[src/rtl/exc_pkg.sv]
package exc_pkg;
  localparam int NCLS    = 3;
  localparam int SUP_BIT = 3;
  typedef enum logic [1:0] {
    CLS_NC  = 2'd0,
    CLS_CR  = 2'd1,
    CLS_DBG = 2'd2
  } exc_cls_e;
endpackage

[src/rtl/exc_arb.sv]
// Picks the entry class among eligible requests and the return class among strobes.
module exc_arb
  import exc_pkg::*;
#(
  parameter int MS_W = 8
) (
  input  logic [NCLS-1:0] req_i,
  input  logic [MS_W-1:0] ms_i,
  input  logic            dbg_en_i,
  input  logic [NCLS-1:0] ret_i,
  output logic            take_o,
  output exc_cls_e        tcls_o,
  output logic            rret_o,
  output exc_cls_e        rcls_o
);
  logic [NCLS-1:0] elig;

  for (genvar c = 0; c < NCLS; c++) begin : g_elig
    if (c == int'(CLS_DBG)) begin : g_dbg
      assign elig[c] = req_i[c] & ms_i[c] & dbg_en_i;
    end else begin : g_plain
      assign elig[c] = req_i[c] & ms_i[c];
    end
  end

  // later (higher) classes override earlier ones
  always_comb begin
    take_o = 1'b0;
    tcls_o = CLS_NC;
    rret_o = 1'b0;
    rcls_o = CLS_NC;
    for (int c = 0; c < NCLS; c++) begin
      if (elig[c]) begin
        take_o = 1'b1;
        tcls_o = exc_cls_e'(c);
      end
      if (ret_i[c]) begin
        rret_o = 1'b1;
        rcls_o = exc_cls_e'(c);
      end
    end
  end
endmodule

[src/rtl/exc_vec.sv]
// Handler address: upper prefix bits, zero pad, hardwired offset.
module exc_vec
  import exc_pkg::*;
#(
  parameter int AW    = 32,
  parameter int PFX_W = 16,
  parameter int VID_W = 4
) (
  input  logic [AW-1:0]    prefix_i,
  input  exc_cls_e         cls_i,
  input  logic [VID_W-1:0] vid_i,
  output logic [AW-1:0]    addr_o
);
  localparam int OFF_W = 12;
  localparam int GAP_W = AW - PFX_W - OFF_W;
  localparam int OPD_W = OFF_W - 4 - VID_W - 2;

  logic [OFF_W-1:0] off;

  assign off    = {{OPD_W{1'b0}}, cls_i, vid_i, 4'b0000};
  assign addr_o = {prefix_i[AW-1 -: PFX_W], {GAP_W{1'b0}}, off};
endmodule

[src/rtl/exc_bank.sv]
// One class's save pair.
module exc_bank #(
  parameter int AW   = 32,
  parameter int MS_W = 8
) (
  input  logic            clk,
  input  logic            rst_n,
  input  logic            wr_i,
  input  logic [AW-1:0]   pc_i,
  input  logic [MS_W-1:0] ms_i,
  output logic [AW-1:0]   pc_o,
  output logic [MS_W-1:0] ms_o
);
  logic [AW-1:0]   pc_d;
  logic [MS_W-1:0] ms_d;

  always_comb begin
    pc_d = pc_o;
    ms_d = ms_o;
    if (wr_i) begin
      pc_d = pc_i;
      ms_d = ms_i;
    end
  end

  always_ff @(posedge clk or negedge rst_n) begin
    if (!rst_n) begin
      pc_o <= '0;
      ms_o <= '0;
    end else begin
      pc_o <= pc_d;
      ms_o <= ms_d;
    end
  end
endmodule

[src/rtl/exc_ctrl.sv]
module exc_ctrl
  import exc_pkg::*;
#(
  parameter int AW    = 32,
  parameter int MS_W  = 8,
  parameter int VID_W = 4,
  parameter int SYN_W = 16,
  parameter int PFX_W = 16
) (
  input  logic                  clk,
  input  logic                  rst_n,
  input  logic [NCLS-1:0]       req_i,
  input  logic [NCLS*VID_W-1:0] req_vid_i,
  input  logic [NCLS*SYN_W-1:0] req_syn_i,
  input  logic [AW-1:0]         pc_i,
  input  logic [MS_W-1:0]       msr_i,
  input  logic [AW-1:0]         prefix_i,
  input  logic                  dbg_en_i,
  input  logic [NCLS-1:0]       ret_i,
  output logic                  redir_vld_o,
  output logic [AW-1:0]         redir_addr_o,
  output logic [MS_W-1:0]       msr_o,
  output logic [SYN_W-1:0]      esr_o,
  output logic [NCLS*AW-1:0]    sv_pc_o,
  output logic [NCLS*MS_W-1:0]  sv_ms_o
);
  // reset synchronizer: asynchronous assert, synchronous release
  logic rst_m, rst_s;
  always_ff @(posedge clk or negedge rst_n) begin
    if (!rst_n) begin
      rst_m <= 1'b0;
      rst_s <= 1'b0;
    end else begin
      rst_m <= 1'b1;
      rst_s <= rst_m;
    end
  end

  logic     take_w, rret_w;
  exc_cls_e tcls_w, rcls_w;

  exc_arb #(.MS_W(MS_W)) u_arb (
    .req_i   (req_i),
    .ms_i    (msr_i),
    .dbg_en_i(dbg_en_i),
    .ret_i   (ret_i),
    .take_o  (take_w),
    .tcls_o  (tcls_w),
    .rret_o  (rret_w),
    .rcls_o  (rcls_w)
  );

  logic [VID_W-1:0] vid_sel;
  logic [SYN_W-1:0] syn_sel;
  logic [AW-1:0]    vec_w;

  assign vid_sel = req_vid_i[int'(tcls_w)*VID_W +: VID_W];
  assign syn_sel = req_syn_i[int'(tcls_w)*SYN_W +: SYN_W];

  exc_vec #(.AW(AW), .PFX_W(PFX_W), .VID_W(VID_W)) u_vec (
    .prefix_i(prefix_i),
    .cls_i   (tcls_w),
    .vid_i   (vid_sel),
    .addr_o  (vec_w)
  );

  for (genvar c = 0; c < NCLS; c++) begin : g_bank
    logic wr;
    assign wr = take_w & (tcls_w == exc_cls_e'(c));
    exc_bank #(.AW(AW), .MS_W(MS_W)) u_bank (
      .clk  (clk),
      .rst_n(rst_s),
      .wr_i (wr),
      .pc_i (pc_i),
      .ms_i (msr_i),
      .pc_o (sv_pc_o[c*AW +: AW]),
      .ms_o (sv_ms_o[c*MS_W +: MS_W])
    );
  end

  // entry machine state: supervisor on, own and lower enables off
  logic [MS_W-1:0] ms_entry;
  always_comb begin
    ms_entry          = msr_i;
    ms_entry[SUP_BIT] = 1'b1;
    for (int b = 0; b < NCLS; b++) begin
      if (b <= int'(tcls_w)) ms_entry[b] = 1'b0;
    end
  end

  logic            vld_d;
  logic [AW-1:0]   addr_d;
  logic [MS_W-1:0] ms_d;
  logic [SYN_W-1:0] esr_d;

  always_comb begin
    vld_d  = 1'b0;
    addr_d = redir_addr_o;
    ms_d   = msr_o;
    esr_d  = esr_o;
    if (take_w) begin
      vld_d  = 1'b1;
      addr_d = vec_w;
      ms_d   = ms_entry;
      esr_d  = syn_sel;
    end else if (rret_w) begin
      vld_d  = 1'b1;
      addr_d = sv_pc_o[int'(rcls_w)*AW +: AW];
      ms_d   = sv_ms_o[int'(rcls_w)*MS_W +: MS_W];
    end
  end

  always_ff @(posedge clk or negedge rst_s) begin
    if (!rst_s) begin
      redir_vld_o  <= 1'b0;
      redir_addr_o <= '0;
      msr_o        <= '0;
      esr_o        <= '0;
    end else begin
      redir_vld_o  <= vld_d;
      redir_addr_o <= addr_d;
      msr_o        <= ms_d;
      esr_o        <= esr_d;
    end
  end
endmodule

[config.mk]
export PLATFORM = sky130hd
export DESIGN_NAME = exc_ctrl
export DESIGN_NICKNAME = d
export VERILOG_FILES = /design/src/rtl/exc_pkg.sv /design/src/rtl/exc_arb.sv /design/src/rtl/exc_vec.sv /design/src/rtl/exc_bank.sv /design/src/rtl/exc_ctrl.sv
export SDC_FILE = /design/constraint.sdc
export NUM_CORES = 1
export LEC_CHECK = 0
export BUFFER_PORTS_ARGS = -buffer_cell sky130_fd_sc_hd__buf_2
export CAP_MARGIN = 10
export CORE_MARGIN = 10
export CORE_UTILIZATION = 34
export DETAILED_ROUTE_END_ITERATION = 7
export GPL_ROUTABILITY_DRIVEN = 0
export GPL_TIMING_DRIVEN = 1
export REMOVE_ABC_BUFFERS = 1
export SLEW_MARGIN = 20
export SYNTH_ARGS = -nofsm -noshare
export SYNTH_HDL_FRONTEND = slang
export SYNTH_SLANG_ARGS = --single-unit
[constraint.sdc]
create_clock -name clk -period 6 [get_ports clk]
set_input_delay 0.6 -clock clk [delete_from_list [all_inputs] [get_ports clk]]
set_output_delay 0.6 -clock clk [all_outputs]
set_load 0.005 [all_outputs]
==> impl_metrics.env, run 1 <==
export IMPL_fin_total_pwr_w=0.00336
export IMPL_holdWs_ns=0.355
export IMPL_synth_top_family_by_area="simple AND/OR/NAND/NOR gates"
export IMPL_synthAdderAreaFrac_pct=0
export IMPL_vdd_ir_drop_max_uv=155
export IMPL_worst_pin_slew_ns=1.07
export IMPL_fin_crit_ns=2.56
export IMPL_initial_core_util_pct=34.7
export IMPL_grt_overflow_total=0
export IMPL_ctsHoldBuffers=1
export IMPL_port_buffers=301
export IMPL_skew_ns=0.0135
export IMPL_cts_sinks=179
export IMPL_utilization_pct=44.6
export IMPL_hpwl_microns=19200
export IMPL_drt_iter0_markers=484
export IMPL_slew_viol_final=0
export IMPL_synth_avg_cell_area_sq_um=10.3
export IMPL_io_pins=318
export IMPL_drv_cap=0
export IMPL_die_y_microns=175
export IMPL_synth_flop_cell="dfrtp_1"
export IMPL_synth_area_sq_mm=0.00817
export IMPL_synthArstFlopShare_pct=100
export IMPL_clock_path_buffers=2
export IMPL_grt_pass1_vias=7128
export IMPL_synth_top_area_share_pct=54.8
export IMPL_synthSimpleGateAreaFrac_pct=15.5
export IMPL_nNetsFinal=1206
export IMPL_rsz0062_at_grt="no"
export IMPL_h_tree_depth=4
export IMPL_path_max_fanout=46
export IMPL_ys_types=33
export IMPL_p_leak_nw=5.32
export IMPL_routed_wl_microns=27900
export IMPL_finalCritPeriodShare_pct=42.6
export IMPL_setup_tns_ns=0
export IMPL_path_clk_slew_ns=0.07
export IMPL_start_kind="input port"
export IMPL_cts_setup_buffers=0
export IMPL_cts_inserted_buffers=17
export IMPL_post_synth_top_area_cell="dfrtp_1"
export IMPL_wire_per_inst_microns=20.0
export IMPL_status="finished clean"
export IMPL_core_area_sq_mm=0.0235
export IMPL_cts_tree="built"
export IMPL_setup_viol=0
export IMPL_crit_path_end_kind="flip-flop"
export IMPL_vias=6924
export IMPL_hold_path_class="flip-flop to flip-flop"
export IMPL_grt_usage_pct=17.6
export IMPL_drt_first_pass_iters=4
export IMPL_yosysMostFrequentCell="nand2_1"
export IMPL_remaining_drc_errors=0
export IMPL_synth_compound_area_share_pct=12.1
export IMPL_routed_via_density=4.96
export IMPL_drive_above_1_share_pct=39.8
export IMPL_slew_limit_headroom_pct=28.4
export IMPL_antenna_left=0
export IMPL_synth_enable_flop_cells=0
export IMPL_yosysWarnings=0
export IMPL_cp_arrival_ns=2.86
export IMPL_power_density_mw_per_mm2=320
export IMPL_ys_ff_latch=179
export IMPL_antenna_found_initial=2
export IMPL_crit_required_ns=6.30
export IMPL_chipWidth_microns=175
export IMPL_root_buffer="clkbuf_16"
export IMPL_grt_pass1_wl_microns=42600
export IMPL_synth_xor_area_share_pct=0
export IMPL_synthMuxAreaShare_pct=14.0
export IMPL_die_area_sq_mm=0.0306
export IMPL_netlist_top_cells_count="nand2_1, dfrtp_1, a21oi_1, nor2_1, mux2_4"
export IMPL_synth_cells=793
export IMPL_clk_latency_ns=0.42
export IMPL_rows=56
export IMPL_num_antenna_cells=0
export IMPL_synth_top_cells_by_area="dfrtp_1, nand2_1, mux2_4, mux2_2, a21oi_1"
export IMPL_cts_resized=0
export IMPL_r2r_slack_ns=4.16
export IMPL_grt_max_degree=69
export IMPL_critPathKind="input port to flip-flop"
export IMPL_seq_area_frac_synth_pct=54.8
export IMPL_syn2layout_area_growth_pct=28.5
export IMPL_fmax_ghz=0.391
export IMPL_finalHoldViolCount=0
routing by layer:
layer	global-route usage, %	vias to the layer above	wire length (microns)
met3	4.89	16	1650
li1	-	3261	-
met2	29.4	207	13800
met5	0	-	0
met1	22.2	3440	12100
met4	4.06	0	304
state kept, by name, summed over array words and instances, names as in the netlist:
register / count
msr_o: 8
g_bank.u_bank.pc_o: 96
rst_s: 1
esr_o: 16
redir_vld_o: 1
rst_m: 1
g_bank.u_bank.ms_o: 24
redir_addr_o: 32
layout by cell type, fill, tap and decap left out, types with 3 or more instances in the layout:
master | netlist | layout
a21o_1 | 15 | 15
a21oi_1 | 68 | 68
a221oi_1 | 22 | 22
a2bb2oi_1 | 3 | 3
a311oi_1 | 15 | 15
buf_2 | 11 | 301
buf_4 | 0 | 13
clkbuf_16 | 0 | 17
clkinvlp_4 | 0 | 3
dfrtp_1 | 179 | 178
inv_6 | 0 | 4
mux2_2 | 38 | 38
mux2_4 | 39 | 39
mux2i_1 | 13 | 13
nand2_1 | 216 | 216
nand2b_1 | 5 | 5
nand3_1 | 5 | 4
nand3b_1 | 21 | 21
nor2_1 | 45 | 44
nor3_1 | 4 | 3
o211ai_1 | 3 | 3
o21ai_0 | 25 | 25
cell families (layout without fill, tap and decap cells):
group | count (synthesis) | in the layout
multiplexers | 90 | 90
AND/OR/NAND/NOR | 304 | 304
AO/OA/AOI/OAI | 155 | 155
other | 1 | 1
flip-flops | 179 | 179
buffers and inverters | 64 | 348
final timing paths:
kind,from,cells after the start,endpoint
max in group asynchronous,rst_s$_DFF_PN0_,1,g_bank[1].u_bank.pc_o[28]$_DFFE_PN0P_
worst min register to register,rst_m$_DFF_PN0_,0,rst_s$_DFF_PN0_
min in group asynchronous,rst_s$_DFF_PN0_,0,esr_o[6]$_DFFE_PN0P_
worst max-delay path,msr_i[2],6,g_bank[1].u_bank.pc_o[28]$_DFFE_PN0P_
worst max register to register,rst_s$_DFF_PN0_,1,g_bank[1].u_bank.pc_o[28]$_DFFE_PN0P_
worst min-delay path,rst_m$_DFF_PN0_,0,rst_s$_DFF_PN0_
metrics by stage:
stage	setup slack, ns	std cells	area, sq um
after floorplan	0.643	731	7880
after global placement	2.97	1364	9920
after detailed placement	2.91	1364	9920
after CTS	3.37	1396	10500
after global routing	3.35	1396	10500
final	3.44	1396	10500
cell type report:
| class | instances | area [sq um] |
|---|---|---|
| timing repair buffer | 315 | 1610 |
| fill | 2348 | 13000 |
| multi-input combinational | 550 | 3430 |
| sequential | 179 | 4480 |
| inverter | 2 | 7.51 |
| tap | 319 | 399 |
| clock inverter | 12 | 121 |
| clock buffer | 19 | 443 |
where the power goes:
| part | internal (W) | leakage (nW) | switching (W) |
|---|---|---|---|
| sequential | 0.00140 | 2.14 | 0.000151 |
| clock | 0.000591 | 0.269 | 0.000504 |
| combinational | 0.000368 | 2.91 | 0.000349 |
critical path: stages:
cell and delay [ns]:
buf_2 0.14, and3_2 0.19, buf_4 0.30, nor2_4 0.75, buf_4 0.45, mux2_2 0.38
Note: power is estimated with default switching activity, not from simulation.
==> inputs of run 2 (changes only) <==
--- a/config.mk
+++ b/config.mk
@@ -5,6 +5,7 @@
 export SDC_FILE = /design/constraint.sdc
 export NUM_CORES = 1
 export LEC_CHECK = 0
+export ABC_AREA = 1
 export BUFFER_PORTS_ARGS = -buffer_cell sky130_fd_sc_hd__buf_2
 export CAP_MARGIN = 10
 export CORE_MARGIN = 10
==> constraint.sdc (replaced) <==
create_clock -name clk -period 2.5 [get_ports clk]
set_input_delay 0.25 -clock clk [delete_from_list [all_inputs] [get_ports clk]]
set_output_delay 0.25 -clock clk [all_outputs]
set_load 0.005 [all_outputs]
==> run 2 against run 1 <==
  * Synthesized area is 0.21% lower
  * Cell count grew 18%
  * Clock power grew to 2.5 times the previous value
  * Sequential share of layout area fell by 0.26 points
  * Global-route usage up 0.86 points
  * Register-to-register slack worse by 2.8 ns
  * Worst hold slack worse by 0.32 ns
  * Largest cell class unchanged
  * Highest routed layer unchanged
==> impl_metrics.env, run 2 <==
export IMPL_port_buffers=301
export IMPL_switching_share_pct=31.5
export IMPL_h_tree_depth=4
export IMPL_antenna_found_initial=2
export IMPL_synth_top_area_share_pct=55.0
export IMPL_wire_per_inst_microns=17.4
export IMPL_wl_met2_microns=13900
export IMPL_grt_pass1_wl_microns=44900
export IMPL_wl_met1_microns=12500
export IMPL_post_synth_top_area_cell="dfrtp_1"
export IMPL_p_int_w=0.00546
export IMPL_crit_required_ns=2.86
export IMPL_drv_cap=0
export IMPL_grt_usage_pct=18.5
export IMPL_fin_total_pwr_w=0.00797
export IMPL_grt_max_degree=68
export IMPL_drive_above_1_share_pct=28.8
export IMPL_die_y_microns=175
export IMPL_worst_pin_slew_ns=0.906
export IMPL_p_leak_nw=5.75
export IMPL_syn2layout_area_growth_pct=29.6
export IMPL_synth_enable_flop_cells=0
export IMPL_vdd_ir_drop_max_uv=317
export IMPL_cts_inserted_buffers=17
export IMPL_ys_ff_latch=179
export IMPL_regArea_sq_mm=0.00448
export IMPL_crit_path_end_kind="flip-flop"
export IMPL_cts_tree="built"
export IMPL_finalCritPeriodShare_pct=55.0
export IMPL_nNetsFinal=1446
export IMPL_hpwl_microns=20200
export IMPL_pwr_share_clk_pct=34.3
export IMPL_grt_overflow_total=0
export IMPL_drt_first_pass_iters=5
export IMPL_start_kind="input port"
export IMPL_hold_path_class="input port to flip-flop"
export IMPL_clock_path_buffers=2
export IMPL_wl_met3_microns=1740
export IMPL_synth_flop_cell="dfrtp_1"
export IMPL_synth_top_cells_by_area="dfrtp_1, nand2_1, o21ai_0, nor2_1, inv_1"
export IMPL_multi_input_area_sq_mm=0.00308
export IMPL_initial_core_util_pct=34.6
export IMPL_path_clk_slew_ns=0.07
export IMPL_mostFrequentLayoutCell="nand2_1"
export IMPL_power_density_mw_per_mm2=754
export IMPL_final_cell_mix="nand2_1, buf_2, dfrtp_1"
export IMPL_largest_reg_flops=96
export IMPL_chipWidth_microns=175
export IMPL_ys_types=27
export IMPL_fmax_ghz=0.727
export IMPL_finalHoldViolCount=0
export IMPL_yosysMostFrequentCell="nand2_1"
export IMPL_largestRegisters="g_bank.u_bank.pc_o x96, redir_addr_o x32, g_bank.u_bank.ms_o x24"
export IMPL_rsz0062_at_grt="no"
export IMPL_fillers=2426
export IMPL_routed_wl_microns=28600
export IMPL_seq_power_share_pct=45.7
export IMPL_rows=56
export IMPL_path_max_fanout=31
export IMPL_seq_area_frac_synth_pct=55.0
export IMPL_drt_iter0_markers=474
export IMPL_grt_pass1_vias=7612
export IMPL_netlist_top_cells_count="nand2_1, dfrtp_1, o21ai_0, nor2_1, inv_1"
export IMPL_holdWs_ns=0.0369
export IMPL_critPathKind="input port to flip-flop"
export IMPL_cts_setup_buffers=0
export IMPL_final_cells=1641
export IMPL_core_area_sq_mm=0.0235
export IMPL_routed_top_layer="met4"
export IMPL_root_buffer="clkbuf_16"
export IMPL_p_comb_share_pct=20.1
export IMPL_cts_resized=0
export IMPL_synth_avg_cell_area_sq_um=7.98
export IMPL_synth_cells=1021
export IMPL_die_area_sq_mm=0.0306
export IMPL_p_sw_w=0.00251
export IMPL_skew_ns=0.0108
export IMPL_fin_crit_ns=1.37
export IMPL_dp_cells=1604
export IMPL_cts_sinks=179
export IMPL_yosysWarnings=0
export IMPL_regMostFlops="g_bank.u_bank.pc_o"
export IMPL_synth_area_sq_mm=0.00815
export IMPL_io_pins=318
export IMPL_status="finished clean"
export IMPL_vias=7625
export IMPL_synthArstFlopShare_pct=100
export IMPL_slew_viol_final=0
export IMPL_ctsHoldBuffers=1
export IMPL_slew_limit_headroom_pct=39.5
export IMPL_antenna_left=0
export IMPL_remaining_drc_errors=0
export IMPL_routed_via_density=4.65
export IMPL_clk_latency_ns=0.43
export IMPL_setup_viol=0
export IMPL_cp_arrival_ns=1.74
-- run 2: cell types whose count changed after synthesis, moves of 38 or more --
| cell | change |
|---|---|
| a21oi_1 | -67 |
| inv_1 | +60 |
| mux2_2 | -38 |
| mux2_4 | -39 |
| nand2_1 | +195 |
| nor2_1 | +41 |
| o21ai_0 | +89 |
-- run 2: cells by family after synthesis --
logic type,synth area share (%)
DFF,55.0
and+or+nand+nor,27.2
AOI/OAI and AO/OA,10.3
other,0.0460
muxes,0.123
buffers and inverters,7.34
-- run 2: power groups by stage --
stage | Combinational (W) | Clock (W) | Sequential (W)
final | 0.00160 | 0.00273 | 0.00364
after global routing | 0.00183 | 0.00291 | 0.00371
after CTS | 0.00164 | 0.00279 | 0.00364
after detailed placement | 0.00164 | 0 | 0.00369
after global placement | 0.00161 | 0 | 0.00369
after floorplan | 0.000645 | 0 | 0.00373
-- run 2: final cells by class --
| class | instances | area share [%] |
|---|---|---|
| sequential | 179 | 42.4 |
| multi-input combinational | 716 | 29.2 |
| timing repair buffer | 323 | 16.6 |
| clock buffer | 19 | 4.19 |
| tap | 319 | 3.78 |
| inverter | 68 | 2.44 |
| clock inverter | 13 | 1.33 |
| antenna | 4 | 0.0948 |
-- run 2: worst max-delay path: stages --
cell and delay [ns]:
buf_2 0.14, nand2_4 0.15, nand3_4 0.37, nor2_8 0.39
buf_12 0.25, nand2_1 0.08, nand3_1 0.08
-- run 2: final timing paths --
check | end | cells past startpoint | slack, ns | startpoint
min | redir_addr_o[28]$_DFFE_PN0P_ | 3 | 0.04 | prefix_i[28]
min in group asynchronous | rst_m$_DFF_PN0_ | 2 | 0.16 | rst_n
min reg2reg | redir_addr_o[7]$_DFFE_PN0P_ | 0 | 0.27 | rst_s$_DFF_PN0_
max in group asynchronous | redir_addr_o[4]$_DFFE_PN0P_ | 2 | 1.40 | rst_s$_DFF_PN0_
max reg2reg | redir_addr_o[4]$_DFFE_PN0P_ | 2 | 1.40 | rst_s$_DFF_PN0_
max | redir_addr_o[24]$_DFFE_PN0P_ | 7 | 1.13 | msr_i[1]
-- run 2: layer usage --
layer	vias up	global-route usage [%]
met5	-	0
met4	0	5.30
met2	218	30.8
met1	3586	23.2
met3	31	4.72
li1	3790	-
-- run 2: stage by stage --
stage	area [sq um]	util [%]	setup slack [ns]	setup TNS (ns)
floorplan	7810	-	-2.86	-509.42
global placement	9960	42.3	0.678	0
detailed placement	9960	42.3	0.664	0
CTS	10600	44.8	1.11	0
global route	10600	44.8	0.984	0
finish	10600	44.9	1.13	0
==> inputs of run 3 (changes only) <==
==> constraint.sdc (replaced) <==
create_clock -name clk -period 1.3 [get_ports clk]
set_input_delay 0.13 -clock clk [delete_from_list [all_inputs] [get_ports clk]]
set_output_delay 0.13 -clock clk [all_outputs]
set_load 0.005 [all_outputs]
==> run 3 against run 2 <==
  * Clock-buffer cell count fell by 1
  * Total power rose by 96%
  * Via count rose by 5.5%
  * First-iteration DRC count rose by 30%
  * Die area did not move
  * Worst hold slack got worse by 0.023 ns
  * Global-route usage barely moved
  * Core utilization rose by 4.2 points
  * Non-clock buffer count rose by 85
  * Sequential power rose by 93%
  * Clock power rose by 90%
  * Sequential cell count did not move
  * Critical path type unchanged
  * Critical endpoint is now esr_o[3]$_DFFE_PN0P_
==> impl_metrics.env, run 3 (synthesis gave the netlist of run 2 again) <==
export IMPL_die_y_microns=175
export IMPL_hpwl_microns=21100
export IMPL_grt_pass1_wl_microns=45200
export IMPL_nNetsFinal=1531
export IMPL_grt_pass1_vias=8052
export IMPL_holdWs_ns=0.0139
export IMPL_fin_total_pwr_w=0.0156
export IMPL_largestRegisters="g_bank.u_bank.pc_o x96, redir_addr_o x32, g_bank.u_bank.ms_o x24"
export IMPL_vdd_ir_drop_max_uv=813
export IMPL_antenna_left=0
export IMPL_cts_inserted_buffers=17
export IMPL_core_area_sq_mm=0.0235
export IMPL_drt_first_pass_iters=5
export IMPL_mostFrequentLayoutCell="nand2_1"
export IMPL_crit_required_ns=1.63
export IMPL_rsz0062_at_grt="no"
export IMPL_syn2layout_area_growth_pct=41.7
export IMPL_path_clk_slew_ns=0.07
export IMPL_routed_via_density=4.67
export IMPL_fin_crit_ns=1.26
export IMPL_slew_viol_final=0
export IMPL_regMostFlops="g_bank.u_bank.pc_o"
export IMPL_clk_latency_ns=0.44
export IMPL_p_leak_nw=6.19
export IMPL_cp_arrival_ns=1.58
export IMPL_remaining_drc_errors=0
export IMPL_chipWidth_microns=175
export IMPL_rows=56
export IMPL_r2r_slack_ns=0.14
export IMPL_reg2reg_from="esr_o[4]$_DFFE_PN0P_"
export IMPL_crit_path_end_kind="flip-flop"
export IMPL_power_density_mw_per_mm2=1350
export IMPL_skew_ns=0.0225
export IMPL_grt_max_degree=51
export IMPL_cts_sinks=179
export IMPL_drv_cap=0
export IMPL_path_max_fanout=1
export IMPL_final_cell_mix="nand2_1, buf_2, dfrtp_1"
export IMPL_initial_core_util_pct=34.6
export IMPL_port_buffers=301
export IMPL_routed_wl_microns=28900
export IMPL_num_antenna_cells=0
export IMPL_finalCritPeriodShare_pct=96.7
export IMPL_worstHoldStart="req_syn_i[39]"
export IMPL_grt_usage_pct=18.5
export IMPL_cts_tree="built"
export IMPL_hold_path_class="input port to flip-flop"
export IMPL_wire_per_inst_microns=16.8
export IMPL_drt_iter0_markers=618
export IMPL_r2r_end="esr_o[4]$_DFFE_PN0P_"
export IMPL_fmax_ghz=0.795
export IMPL_h_tree_depth=4
export IMPL_grt_overflow_total=0
export IMPL_largest_reg_flops=96
export IMPL_vias=8042
export IMPL_io_pins=318
export IMPL_die_area_sq_mm=0.0306
export IMPL_critPathKind="input port to flip-flop"
export IMPL_status="finished clean"
export IMPL_ff2ff_path_depth=3
export IMPL_hold_end="esr_o[7]$_DFFE_PN0P_"
export IMPL_antenna_found_initial=0
export IMPL_root_buffer="clkbuf_16"
export IMPL_holdPathStages=3
export IMPL_clock_path_buffers=2
export IMPL_finalHoldViolCount=0
export IMPL_start_kind="input port"
export IMPL_setup_viol=0
export IMPL_drive_above_1_share_pct=28.5
[run 3: changes by cell type in the layout (fill, tap and decap cells not counted), moves of 2 or more]
cell / previous run / this run
o21ai_1: 14 / 16
dlygate4sd3_1: 1 / 67
o21ai_0: 114 / 112
clkinvlp_4: 1 / 3
buf_12: 6 / 19
buf_4: 15 / 19
diode_2: 4 / 0
[run 3: timing repair]
item,4_1_cts,5_1_grt
resized for setup,0,9
setup buffers,0,0
hold endpoints to repair,118,0
hold buffers,68,0
endpoints found under the setup margin,0,5
[run 3: metal layers]
metal  global-route usage (%)  wire length, microns  vias to the layer above
met1                     22.8                 12500                     3760
li1                         -                     -                     3957
met2                     31.1                 14100                      283
met5                        0                     0                        -
met4                     6.39                   619                        0
met3                     4.12                  1560                       42
[run 3: critical path, stage by stage]
cell,delay (ns)
dlygate4sd3_1,0.55
buf_2,0.12
nand2_1,0.05
nand2_1,0.04
dlygate4sd3_1,0.55
nor2_1,0.10
nor2_1,0.05
[run 3: worst max path at each step]
stage | cells past startpoint | start | slack (ns) | end
2_1_floorplan | 0 | rst_s$_DFF_PN0_ | -4.06 | esr_o[0]$_DFFE_PN0P_
3_3_place_gp | 9 | msr_i[1] | 0.06 | redir_addr_o[31]$_DFFE_PN0P_
3_5_place_dp | 8 | ret_i[2] | 0.03 | redir_addr_o[31]$_DFFE_PN0P_
4_1_cts | 10 | msr_i[1] | 0.05 | esr_o[15]$_DFFE_PN0P_
5_1_grt | 5 | req_syn_i[36] | 0.01 | esr_o[4]$_DFFE_PN0P_
6_report | 7 | req_syn_i[19] | 0.04 | esr_o[3]$_DFFE_PN0P_
[run 3: power by group]
group	leakage (nW)	switching [W]	internal, W
clock	0.277	0.00243	0.00275
combinational	3.72	0.00181	0.00158
sequential	2.19	0.000622	0.00640
[run 3: final cells by class]
| class | count | area (sq um) |
|---|---|---|
| multi-input combinational | 716 | 3090 |
| clock inverter | 13 | 144 |
| clock buffer | 18 | 439 |
| inverter | 68 | 265 |
| timing repair buffer | 408 | 2740 |
| sequential | 179 | 4480 |
| fill | 2282 | 12000 |
| tap | 319 | 399 |
[run 3: stage by stage]
step / utilization (%) / setup TNS, ns / setup slack (ns) / instances / cell area [sq um]
floorplan: - / -859.08 / -4.06 / 963 / 7810
global placement: 43.6 / 0 / 0.0603 / 1622 / 10300
detailed placement: 43.6 / 0 / 0.0284 / 1622 / 10300
CTS: 48.9 / 0 / 0.0505 / 1721 / 11500
global route: 49.1 / 0 / 0.0107 / 1721 / 11600
finish: 49.1 / 0 / 0.0426 / 1721 / 11600
